--- config.mk ---
export PLATFORM = sky130hd
export DESIGN_NAME = sd_block_reader
export DESIGN_NICKNAME = d
export VERILOG_FILES = /design/src/rtl/sdrd_pkg.sv /design/src/rtl/sdrd_byte_xfer.sv /design/src/rtl/sdrd_cmd_frame.sv /design/src/rtl/sdrd_token_class.sv /design/src/rtl/sd_block_reader.sv
export SDC_FILE = /design/constraint.sdc
export NUM_CORES = 1
export LEC_CHECK = 0
export CAP_MARGIN = 40
export CORE_MARGIN = 1.5
export CORE_UTILIZATION = 45
export DETAILED_ROUTE_END_ITERATION = 10
export GPL_ROUTABILITY_DRIVEN = 0
export PLACE_DENSITY = 0.8
export SETUP_SLACK_MARGIN = 0.02
export SLEW_MARGIN = 20
export SYNTH_ARGS = -nofsm -noshare
export SYNTH_HDL_FRONTEND = slang
export SYNTH_SLANG_ARGS = --single-unit
--- constraint.sdc ---
create_clock -name clk -period 4.51 [get_ports clk]
set_input_delay 0.6765 -clock clk [delete_from_list [all_inputs] [get_ports clk]]
set_output_delay 0.6765 -clock clk [all_outputs]
set_load 0.005 [all_outputs]
--- src/rtl/sdrd_pkg.sv ---
`timescale 1ns/1ps
// Shared types and constants for the SPI-mode block reader.
// Assumes the card is already in SPI mode and set to the block length in use.
package sdrd_pkg;
    typedef enum logic [2:0] {
        ST_IDLE, ST_CMD, ST_R1, ST_TOK, ST_DATA, ST_TAIL
    } seq_state_t;

    typedef enum logic [2:0] {
        RES_OK          = 3'd0,
        RES_R1_ERR      = 3'd1,
        RES_TOK_ERR     = 3'd2,
        RES_R1_TIMEOUT  = 3'd3,
        RES_TOK_TIMEOUT = 3'd4
    } result_t;

    localparam int          CMD_LEN     = 6;
    localparam logic [7:0]  CMD_READ1   = 8'h51;  // start bits 01, index 17
    localparam logic [7:0]  CMD_TRAILER = 8'hFF;  // fixed checksum, end bit 1
    localparam logic [7:0]  FILL_BYTE   = 8'hFF;
    localparam logic [7:0]  START_TOKEN = 8'hFE;
endpackage

--- src/rtl/sdrd_byte_xfer.sv ---
`timescale 1ns/1ps
// Mode-0 SPI byte engine: shifts one byte out on MOSI and one in from MISO.
// Each SCLK half-period lasts half_div+1 clocks. A byte takes 16*(half_div+1)
// clocks from acceptance of go until done. half_div must be stable while active.
module sdrd_byte_xfer #(
    parameter int DIV_W = 8
) (
    input  logic             clk,
    input  logic             rst_n,
    input  logic             go,
    input  logic [7:0]       tx_byte,
    input  logic [DIV_W-1:0] half_div,
    input  logic             miso,
    output logic             sclk,
    output logic             mosi,
    output logic             active,
    output logic             done,
    output logic [7:0]       rx_byte
);
    logic [7:0]       sh_q, rx_q;
    logic [2:0]       bit_q;
    logic [DIV_W-1:0] tick_q;
    logic             sclk_q, act_q, done_q;

    // Half-period timing, rising-edge sampling, falling-edge shifting.
    always_ff @(posedge clk) begin
        if (!rst_n) begin
            sh_q <= '1; rx_q <= '0; bit_q <= '0; tick_q <= '0;
            sclk_q <= 1'b0; act_q <= 1'b0; done_q <= 1'b0;
        end else begin
            done_q <= 1'b0;
            if (!act_q) begin
                if (go) begin
                    act_q  <= 1'b1;
                    sh_q   <= tx_byte;
                    bit_q  <= '0;
                    tick_q <= '0;
                end
            end else if (tick_q != half_div) begin
                tick_q <= tick_q + 1'b1;
            end else begin
                tick_q <= '0;
                if (!sclk_q) begin
                    sclk_q <= 1'b1;
                    rx_q   <= {rx_q[6:0], miso};
                end else begin
                    sclk_q <= 1'b0;
                    if (bit_q == 3'd7) begin
                        act_q  <= 1'b0;
                        done_q <= 1'b1;
                    end else begin
                        bit_q <= bit_q + 3'd1;
                        sh_q  <= {sh_q[6:0], 1'b1};
                    end
                end
            end
        end
    end

    assign sclk    = sclk_q;
    assign mosi    = act_q ? sh_q[7] : 1'b1;
    assign active  = act_q;
    assign done    = done_q;
    assign rx_byte = rx_q;
endmodule

--- src/rtl/sdrd_cmd_frame.sv ---
`timescale 1ns/1ps
// Selects the command-frame byte for position idx (0..5): the command byte,
// four address bytes with the most significant first, then the trailer.
module sdrd_cmd_frame (
    input  logic [31:0] addr,
    input  logic [2:0]  idx,
    output logic [7:0]  frame_byte
);
    import sdrd_pkg::*;

    // Position-to-byte lookup.
    always_comb begin
        case (idx)
            3'd0:    frame_byte = CMD_READ1;
            3'd1:    frame_byte = addr[31:24];
            3'd2:    frame_byte = addr[23:16];
            3'd3:    frame_byte = addr[15:8];
            3'd4:    frame_byte = addr[7:0];
            default: frame_byte = CMD_TRAILER;
        endcase
    end
endmodule

--- src/rtl/sdrd_token_class.sv ---
`timescale 1ns/1ps
// Classifies a received byte for the response and token hunts.
module sdrd_token_class (
    input  logic [7:0] rx,
    output logic       is_resp,
    output logic       is_clean,
    output logic       is_start,
    output logic       is_err_tok
);
    import sdrd_pkg::*;

    // Pure decode of the byte just received.
    always_comb begin
        is_resp    = ~rx[7];
        is_clean   = (rx == 8'h00);
        is_start   = (rx == START_TOKEN);
        is_err_tok = (rx[7:5] == 3'b000);
    end
endmodule

--- src/rtl/sd_block_reader.sv ---
`timescale 1ns/1ps
// Host-side sequencer for one SPI-mode block read: command, response hunt,
// token hunt, payload plus two checksum bytes, then one deselected idle byte.
// Assumes an initialised card; the checksum is not verified.
module sd_block_reader #(
    parameter int BLOCK_BYTES = 512,
    parameter int DIV_W       = 8,
    parameter int TO_W        = 16,
    parameter int LAT_W       = 24
) (
    input  logic             clk,
    input  logic             rst_n,
    input  logic             start,
    input  logic [31:0]      blk_addr,
    input  logic [DIV_W-1:0] clk_div,
    input  logic [TO_W-1:0]  r1_limit,
    input  logic [TO_W-1:0]  tok_limit,
    output logic             sclk,
    output logic             cs_n,
    output logic             mosi,
    input  logic             miso,
    output logic             busy,
    output logic             rd_valid,
    output logic [7:0]       rd_data,
    output logic             done,
    output logic [2:0]       status,
    output logic [7:0]       err_code,
    output logic [LAT_W-1:0] latency
);
    import sdrd_pkg::*;

    localparam int DCNT_W = $clog2(BLOCK_BYTES + 2) + 1;
    localparam int CNT_W  = (DCNT_W > TO_W) ? DCNT_W : TO_W;
    localparam logic [CNT_W-1:0] LAST_DATA = CNT_W'(BLOCK_BYTES - 1);
    localparam logic [CNT_W-1:0] LAST_CRC  = CNT_W'(BLOCK_BYTES + 1);

    seq_state_t       state_q;
    logic [CNT_W-1:0] cnt_q;
    logic [31:0]      addr_q;
    logic [DIV_W-1:0] div_q;
    result_t          res_q;
    logic [7:0]       err_q, rdd_q;
    logic [LAT_W-1:0] lat_q;
    logic             cs_n_q, rdv_q, done_q;

    logic       x_go, x_active, x_done;
    logic [7:0] x_tx, x_rx, frame_byte;
    logic       c_resp, c_clean, c_start, c_err;
    logic       r1_last, tok_last;

    sdrd_byte_xfer #(.DIV_W(DIV_W)) u_xfer (
        .clk(clk), .rst_n(rst_n), .go(x_go), .tx_byte(x_tx), .half_div(div_q),
        .miso(miso), .sclk(sclk), .mosi(mosi), .active(x_active),
        .done(x_done), .rx_byte(x_rx)
    );

    sdrd_cmd_frame u_frame (.addr(addr_q), .idx(cnt_q[2:0]), .frame_byte(frame_byte));

    sdrd_token_class u_class (
        .rx(x_rx), .is_resp(c_resp), .is_clean(c_clean),
        .is_start(c_start), .is_err_tok(c_err)
    );

    // Launch the next byte one cycle after the previous one is consumed.
    assign x_go     = (state_q != ST_IDLE) && !x_active && !x_done;
    assign x_tx     = (state_q == ST_CMD) ? frame_byte : FILL_BYTE;
    assign r1_last  = (cnt_q == CNT_W'(r1_limit) - CNT_W'(1));
    assign tok_last = (cnt_q == CNT_W'(tok_limit) - CNT_W'(1));

    // Transaction sequencing, result capture and access-time counting.
    always_ff @(posedge clk) begin
        if (!rst_n) begin
            state_q <= ST_IDLE; cnt_q <= '0; addr_q <= '0; div_q <= '0;
            res_q <= RES_OK; err_q <= '0; rdd_q <= '0; lat_q <= '0;
            cs_n_q <= 1'b1; rdv_q <= 1'b0; done_q <= 1'b0;
        end else begin
            rdv_q  <= 1'b0;
            done_q <= 1'b0;
            if (state_q inside {ST_CMD, ST_R1, ST_TOK}) lat_q <= lat_q + 1'b1;
            case (state_q)
                ST_IDLE: if (start) begin
                    state_q <= ST_CMD;  cnt_q <= '0;
                    addr_q  <= blk_addr; div_q <= clk_div;
                    res_q   <= RES_OK;  err_q <= '0; lat_q <= '0;
                    cs_n_q  <= 1'b0;
                end
                ST_CMD: if (x_done) begin
                    if (cnt_q == CNT_W'(CMD_LEN - 1)) begin
                        state_q <= ST_R1; cnt_q <= '0;
                    end else cnt_q <= cnt_q + 1'b1;
                end
                ST_R1: if (x_done) begin
                    if (c_resp && c_clean) begin
                        state_q <= ST_TOK; cnt_q <= '0;
                    end else if (c_resp) begin
                        res_q <= RES_R1_ERR; err_q <= x_rx;
                        state_q <= ST_TAIL; cs_n_q <= 1'b1;
                    end else if (r1_last) begin
                        res_q <= RES_R1_TIMEOUT;
                        state_q <= ST_TAIL; cs_n_q <= 1'b1;
                    end else cnt_q <= cnt_q + 1'b1;
                end
                ST_TOK: if (x_done) begin
                    if (c_start) begin
                        state_q <= ST_DATA; cnt_q <= '0;
                    end else if (c_err) begin
                        res_q <= RES_TOK_ERR; err_q <= x_rx;
                        state_q <= ST_TAIL; cs_n_q <= 1'b1;
                    end else if (tok_last) begin
                        res_q <= RES_TOK_TIMEOUT;
                        state_q <= ST_TAIL; cs_n_q <= 1'b1;
                    end else cnt_q <= cnt_q + 1'b1;
                end
                ST_DATA: if (x_done) begin
                    if (cnt_q <= LAST_DATA) begin
                        rdv_q <= 1'b1; rdd_q <= x_rx;
                    end
                    if (cnt_q == LAST_CRC) begin
                        state_q <= ST_TAIL; cs_n_q <= 1'b1;
                    end else cnt_q <= cnt_q + 1'b1;
                end
                ST_TAIL: if (x_done) begin
                    state_q <= ST_IDLE; done_q <= 1'b1;
                end
                default: state_q <= ST_IDLE;
            endcase
        end
    end

    assign cs_n     = cs_n_q;
    assign busy     = (state_q != ST_IDLE);
    assign rd_valid = rdv_q;
    assign rd_data  = rdd_q;
    assign done     = done_q;
    assign status   = res_q;
    assign err_code = err_q;
    assign latency  = lat_q;
endmodule

* Word-level counts from Yosys, hierarchy flattened
Index checks and enable logic that the tools add are counted.
Storage, ports and cells: bits in registers 135, bits in latches 0, memory bits (writable) 0, bits in read-only memories 0, input bits 76, output and inout bits 49, word-level logic and storage cells 185, memories kept 0
Operators by class: $add $sub $neg 6, multiply operators 0, div/mod/pow operators 0, $lt $le $gt $ge 1, equal/unequal tests 40, shifts and indexed selects 0, multiplexer cells 87, bitwise operators 5, reductions and logical operators 28
Operators with widths (count):
- 16-bit 2-to-1 mux | 13
- 8-bit 2-to-1 mux | 16
- 3-bit 2-to-1 mux | 28
- 16-bit case mux with 5 select lines | 1
- 24-bit 2-to-1 mux | 3
- 8-bit case mux with 5 select lines | 1
- 16-bit == test | 2
- 16-bit by 1-bit subtractor with 16-bit output, second input constant | 2
- 24-bit by 1-bit adder with 24-bit output, second input constant | 1
- 8-bit case mux with 3 select lines | 1
- 1-bit 2-to-1 mux | 21
- 10-bit AND reduction | 2
- 2-bit != test, second input constant | 9
- 3-bit case mux with 6 select lines | 1
- 16-bit by 1-bit adder with 16-bit output, second input constant | 1
- 16-bit by 10-bit == test with 1-bit output, second input constant | 1
- 16-bit by 3-bit == test with 1-bit output, second input constant | 1
- 16-bit by 9-bit less-or-equal comparator with 1-bit output, second input constant | 1
- 8-bit AND reduction | 2
- 2-bit by 1-bit != test with 1-bit output, second input constant | 7
- 3-bit by 2-bit == test with 1-bit output, second input constant | 4
- 3-bit == test, second input constant | 4
- 3-bit != test, second input constant | 4
- 11-bit AND reduction | 1
- 23 further kinds | 40

* Longest topological paths before layout
word-level depth 7, gate-level depth with buffers 12, mapped depth without buffers 10

* Modules after synthesis
Synthesis repeated with hierarchy kept, for this count alone.
Unflattened totals: cell total of the unflattened synthesis 972, area, all modules 7832.5 um2
By module, submodules not included:
- sd_block_reader | instances 1, cells each 761, area an instance 5928.2 um2
- sdrd_byte_xfer | instances 1, cells each 155, area an instance 1498.9 um2
- sdrd_cmd_frame | instances 1, cells each 48, area an instance 357.8 um2
- sdrd_token_class | instances 1, cells each 8, area an instance 47.5 um2

* Worst setup path after synthesis
OpenSTA, ideal clock, no wires.
path type input -> register, start point in tok_limit[0], end point reg cnt_q[11], setup time 0.117 ns, arrival time 3.374 ns, required time 4.393 ns, path slack 1.019 ns, stages on the path 12, buffers on the path 2, path through inv_1 ha_1 or4b_1 buf_2 nor4_1 mux2i_1 o21ai_0 a2111oi_2 a21oi_2 and3_4 buf_6 a32o_1
On the way: longest elaborated chain between the ends 4
RTL lines:
- start: declaration | RTL line sd_block_reader.sv:17 | input logic [TO_W-1:0] tok_limit,
- 16-bit by 1-bit subtractor with 16-bit output | RTL line sd_block_reader.sv:68 | assign tok_last = (cnt_q == CNT_W'(tok_limit) - CNT_W'(1));
- 16-bit == test | RTL line sd_block_reader.sv:68
- 3-bit != test (no line)
- 11-bit AND reduction (no line)
- end signal: assignment | RTL line sd_block_reader.sv:90 | end else cnt_q <= cnt_q + 1'b1;
- end signal: assignment | RTL line sd_block_reader.sv:101 | end else cnt_q <= cnt_q + 1'b1;
- end signal: assignment | RTL line sd_block_reader.sv:112 | end else cnt_q <= cnt_q + 1'b1;
- end: declaration | RTL line sd_block_reader.sv:38 | logic [CNT_W-1:0] cnt_q;
No other way between the ends. A chain may end at the register's enable or synchronous reset.

* Worst setup path in the final report
start point in tok_limit[0], end point reg state_q[2]
On the way: longest elaborated chain between the ends 4
RTL lines:
- 16-bit by 1-bit subtractor with 16-bit output | RTL line sd_block_reader.sv:68
- 16-bit == test | RTL line sd_block_reader.sv:68
- 4-bit != test (no line)
- 10-bit AND reduction (no line)
- end signal: assignment | RTL line sd_block_reader.sv:73 | state_q <= ST_IDLE; cnt_q <= '0; addr_q <= '0; div_q <= '0;
- end signal: assignment | RTL line sd_block_reader.sv:82 | state_q <= ST_CMD; cnt_q <= '0;
- end signal: assignment | RTL line sd_block_reader.sv:89 | state_q <= ST_R1; cnt_q <= '0;
- end: declaration | RTL line sd_block_reader.sv:37 | seq_state_t state_q;
No other way between the ends.

==> impl_metrics.toml <==
[setup_path]
worstPathArrival_ns = 4.09
cp-start-kind = "primary input"
worstPathCellList = "clkdlybuf4s50_1 > inv_1 > ha_1 > or4b_1 > nor4_1 > mux2i_1 > o21ai_0 > a2111oi_2 > a21boi_1 > or4_1 > a21oi_1"
setup.worst_path.end_class = "flip-flop"
critical_path_class = "primary input to flip-flop"
slowest_delay_ns = 0.62
slowest_stage = "a2111oi_2"
path_max_fanout = 6
cp.required_ns = 4.85

[layout]
fin_util = 0.586
stdcell_count = 1280
area_growth_pct = 26.1
fillCellCount = 1504
drive_gt1_frac = 0.0686
diodes = 0
final_nets = 1141

[outcome]
outcome = "complete, no violations"

[die]
die_y_um = 132
core_area_um2 = 16000
die-area_um2 = 17300
pin_count = 125
start_util = 0.465
rows = 46
fp.dieW_um = 132

[global_routing]
grt.total_usage = 0.223
grt_antenna_before_repair = 0
grt_first_pass_wirelength_um = 31800
grt_max_degree = 45
first_global_vias = 6556
grt_overflow = 0

[drt]
top_layer = "met4"
first_iter_violations = 539
m1WireLength_um = 8980
viasPerCell = 5.68
first_pass_iters = 5
wl_met3_um = 1160
dr_wl_met2_um = 9020
avgRoutedWirePerCell_um = 15.2
drc = 0
vias = 7266
antenna_left = 0
drt_wl_total_um = 19400

[synth]
ys_seq_area_frac = 0.364
synthArstFlopShare = 0
synth_cells = 956
yosysWarnings = 0
synth_ff_type = "dfxtp_1"
syn_area_um2 = 7430
syn-num-nets = 1043
syn_avg_cell_area_um2 = 7.78
yosys_register_bits = 135
ys_types = 80
synth_edf_count = 0

[clock_tree]
post-cts-setup-buffer-count = 0
cts_sinks = 135
clk_pin_slew_ns = 0.06
cts-resized-gates = 0
clock_path_buffers = 2
cts_buffers = 17
cts-hold-fix-buffers = 0
cts_tree = "yes"
cts.htree.levels = 4
clock_latency_ns = 0.42
cts_root_buf = "clkbuf_16"

[sta]
worst_slew_pin_slew_ns = 0.782
layout_min_cycle_time_ns = 3.75
slew_viol_final = 0
setup_viol_count_final = 0
rsz0062_at_grt = "false"
slew_headroom = 0.478
finalClockSkew_ns = 0.00526
tns_ns = 0
clock.fmax_mhz = 267
period_share = 0.831
hold_violations = 0

[placed_design]
portBuffers = 124
dp.cells = 1251
dpl.hpwl_um = 13600

[worst_hold_path]
hp-class = "flip-flop to flip-flop"

[pwr]
ir_drop_v = 0.000257
leakagePower_nw = 3.38
power_density_nw_per_um2 = 419

[run]
cap_violations = 0
## layout make-up
| cell class | instances | area, um2 | share of cell area |
|---|---|---|---|
| clock buffers | 21 | 470 | 0.0502 |
| clock inverters | 8 | 124 | 0.0132 |
| inverters | 23 | 86.3 | 0.00921 |
| multi-input cells | 734 | 4340 | 0.463 |
| flip-flops and latches | 135 | 2700 | 0.288 |
| well taps | 216 | 270 | 0.0288 |
| repair buffers | 143 | 1380 | 0.147 |
## sequential cells by signal, indices dropped and copies added, names as in the netlist, 3 cells and up
| signal | flops |
|---|---|
| err_code | 8 |
| addr_q | 32 |
| u_xfer.sh_q | 8 |
| cnt_q | 16 |
| rd_data | 8 |
| status | 3 |
| div_q | 8 |
| u_xfer.rx_byte | 8 |
| latency | 24 |
| u_xfer.tick_q | 8 |
| state_q | 3 |
| u_xfer.bit_q | 3 |
## cell usage in the layout (no fill, tap or decap), drive strengths merged, types with 5 or more instances in the layout
| cell type | count |
|---|---|
| o21ai | 41 |
| or4 | 6 |
| nand4 | 16 |
| nor2b | 8 |
| or3 | 8 |
| or2 | 7 |
| xnor2 | 35 |
| dfxtp | 135 |
| buf | 19 |
| mux2i | 21 |
| o2111ai | 5 |
| ha | 11 |
| a21oi | 82 |
| and3 | 16 |
| a32o | 10 |
| a31oi | 7 |
| o31ai | 7 |
| inv | 23 |
| clkdlybuf4s50 | 124 |
| clkbuf | 21 |
| a22oi | 5 |
| xor2 | 25 |
| nor2 | 78 |
| nand3 | 56 |
| nor3 | 33 |
| o211ai | 10 |
| nor4 | 16 |
| nand2 | 162 |
## report_power, final
group / switching [W] / leakage, nW / internal (W)
combinational: 0.000680 / 2.00 / 0.000410
sequential: 0.000118 / 1.10 / 0.00132
clock: 0.000501 / 0.287 / 0.000901
total: 0.00130 / 3.38 / 0.00263
## synth_stat cells, types with 8 or more instances
| cell type | count | area (um2) |
|---|---|---|
| ha_1 | 11 | 138 |
| nor2b_1 | 8 | 50.1 |
| inv_1 | 22 | 82.6 |
| o21ai_0 | 41 | 205 |
| dfxtp_1 | 135 | 2700 |
| nor4_1 | 14 | 87.6 |
| a32o_1 | 10 | 100 |
| nor2_1 | 78 | 293 |
| o211ai_1 | 10 | 75.1 |
| nand2_1 | 162 | 608 |
| nand4_1 | 16 | 100 |
| xnor2_1 | 35 | 307 |
| and3_1 | 14 | 87.6 |
| clkbuf_1 | 53 | 199 |
| or3_1 | 8 | 50.1 |
| nor3_1 | 32 | 160 |
| xor2_1 | 25 | 219 |
| nand3_1 | 55 | 275 |
| mux2i_1 | 21 | 210 |
| a21oi_1 | 81 | 405 |
## per-layer routing
layer | up-vias | GRT usage
met5 | - | 0
met1 | 3391 | 0.292
met2 | 255 | 0.355
met4 | 0 | 0.0772
met3 | 27 | 0.0575
li1 | 3593 | -
## final timing paths
kind / start / slack (ns) / to / depth (start not counted)
worst max-delay path: tok_limit[0] / 0.76 / state_q[2]$_SDFFE_PN0P_ / 11
worst min-delay path: err_code[0]$_SDFFE_PN0P_ / 0.45 / err_code[0]$_SDFFE_PN0P_ / 2
worst max register to register: cnt_q[11]$_SDFFE_PN0P_ / 1.42 / cnt_q[10]$_SDFFE_PN0P_ / 6
worst min register to register: err_code[0]$_SDFFE_PN0P_ / 0.45 / err_code[0]$_SDFFE_PN0P_ / 2
## cells by family after synthesis
logic type      Yosys count  share of synthesized area
flops                   135                      0.364
xor+xnor                 60                     0.0707
buf+inv                  87                     0.0527
fa+ha+maj                11                     0.0185
simple gates            431                      0.281
mux                      21                     0.0283
compound gates          211                      0.185
## critical path, delay by kind of cell
| family | cells | cell delay, ns |
|---|---|---|
| buffers and inverters | 2 | 0.59 |
| AO/OA/AOI/OAI | 4 | 1.10 |
| multiplexers | 1 | 0.22 |
| adder cells (fa/ha/maj) | 1 | 0.26 |
| AND/OR/NAND/NOR | 3 | 1.25 |
## through the flow
stage	hold slack, ns	area [um2]	worst slack, ns	total power [W]
global route	0.475	9380	0.476	0.00414
global placement	0.442	8780	0.458	0.00251
CTS	0.455	9380	0.775	0.00393
detailed placement	0.447	8780	0.352	0.00252
finish	0.451	9380	0.760	0.00393
floorplan	0.432	7430	1.02	0.00219
Note: power is estimated with default switching activity, not from simulation.
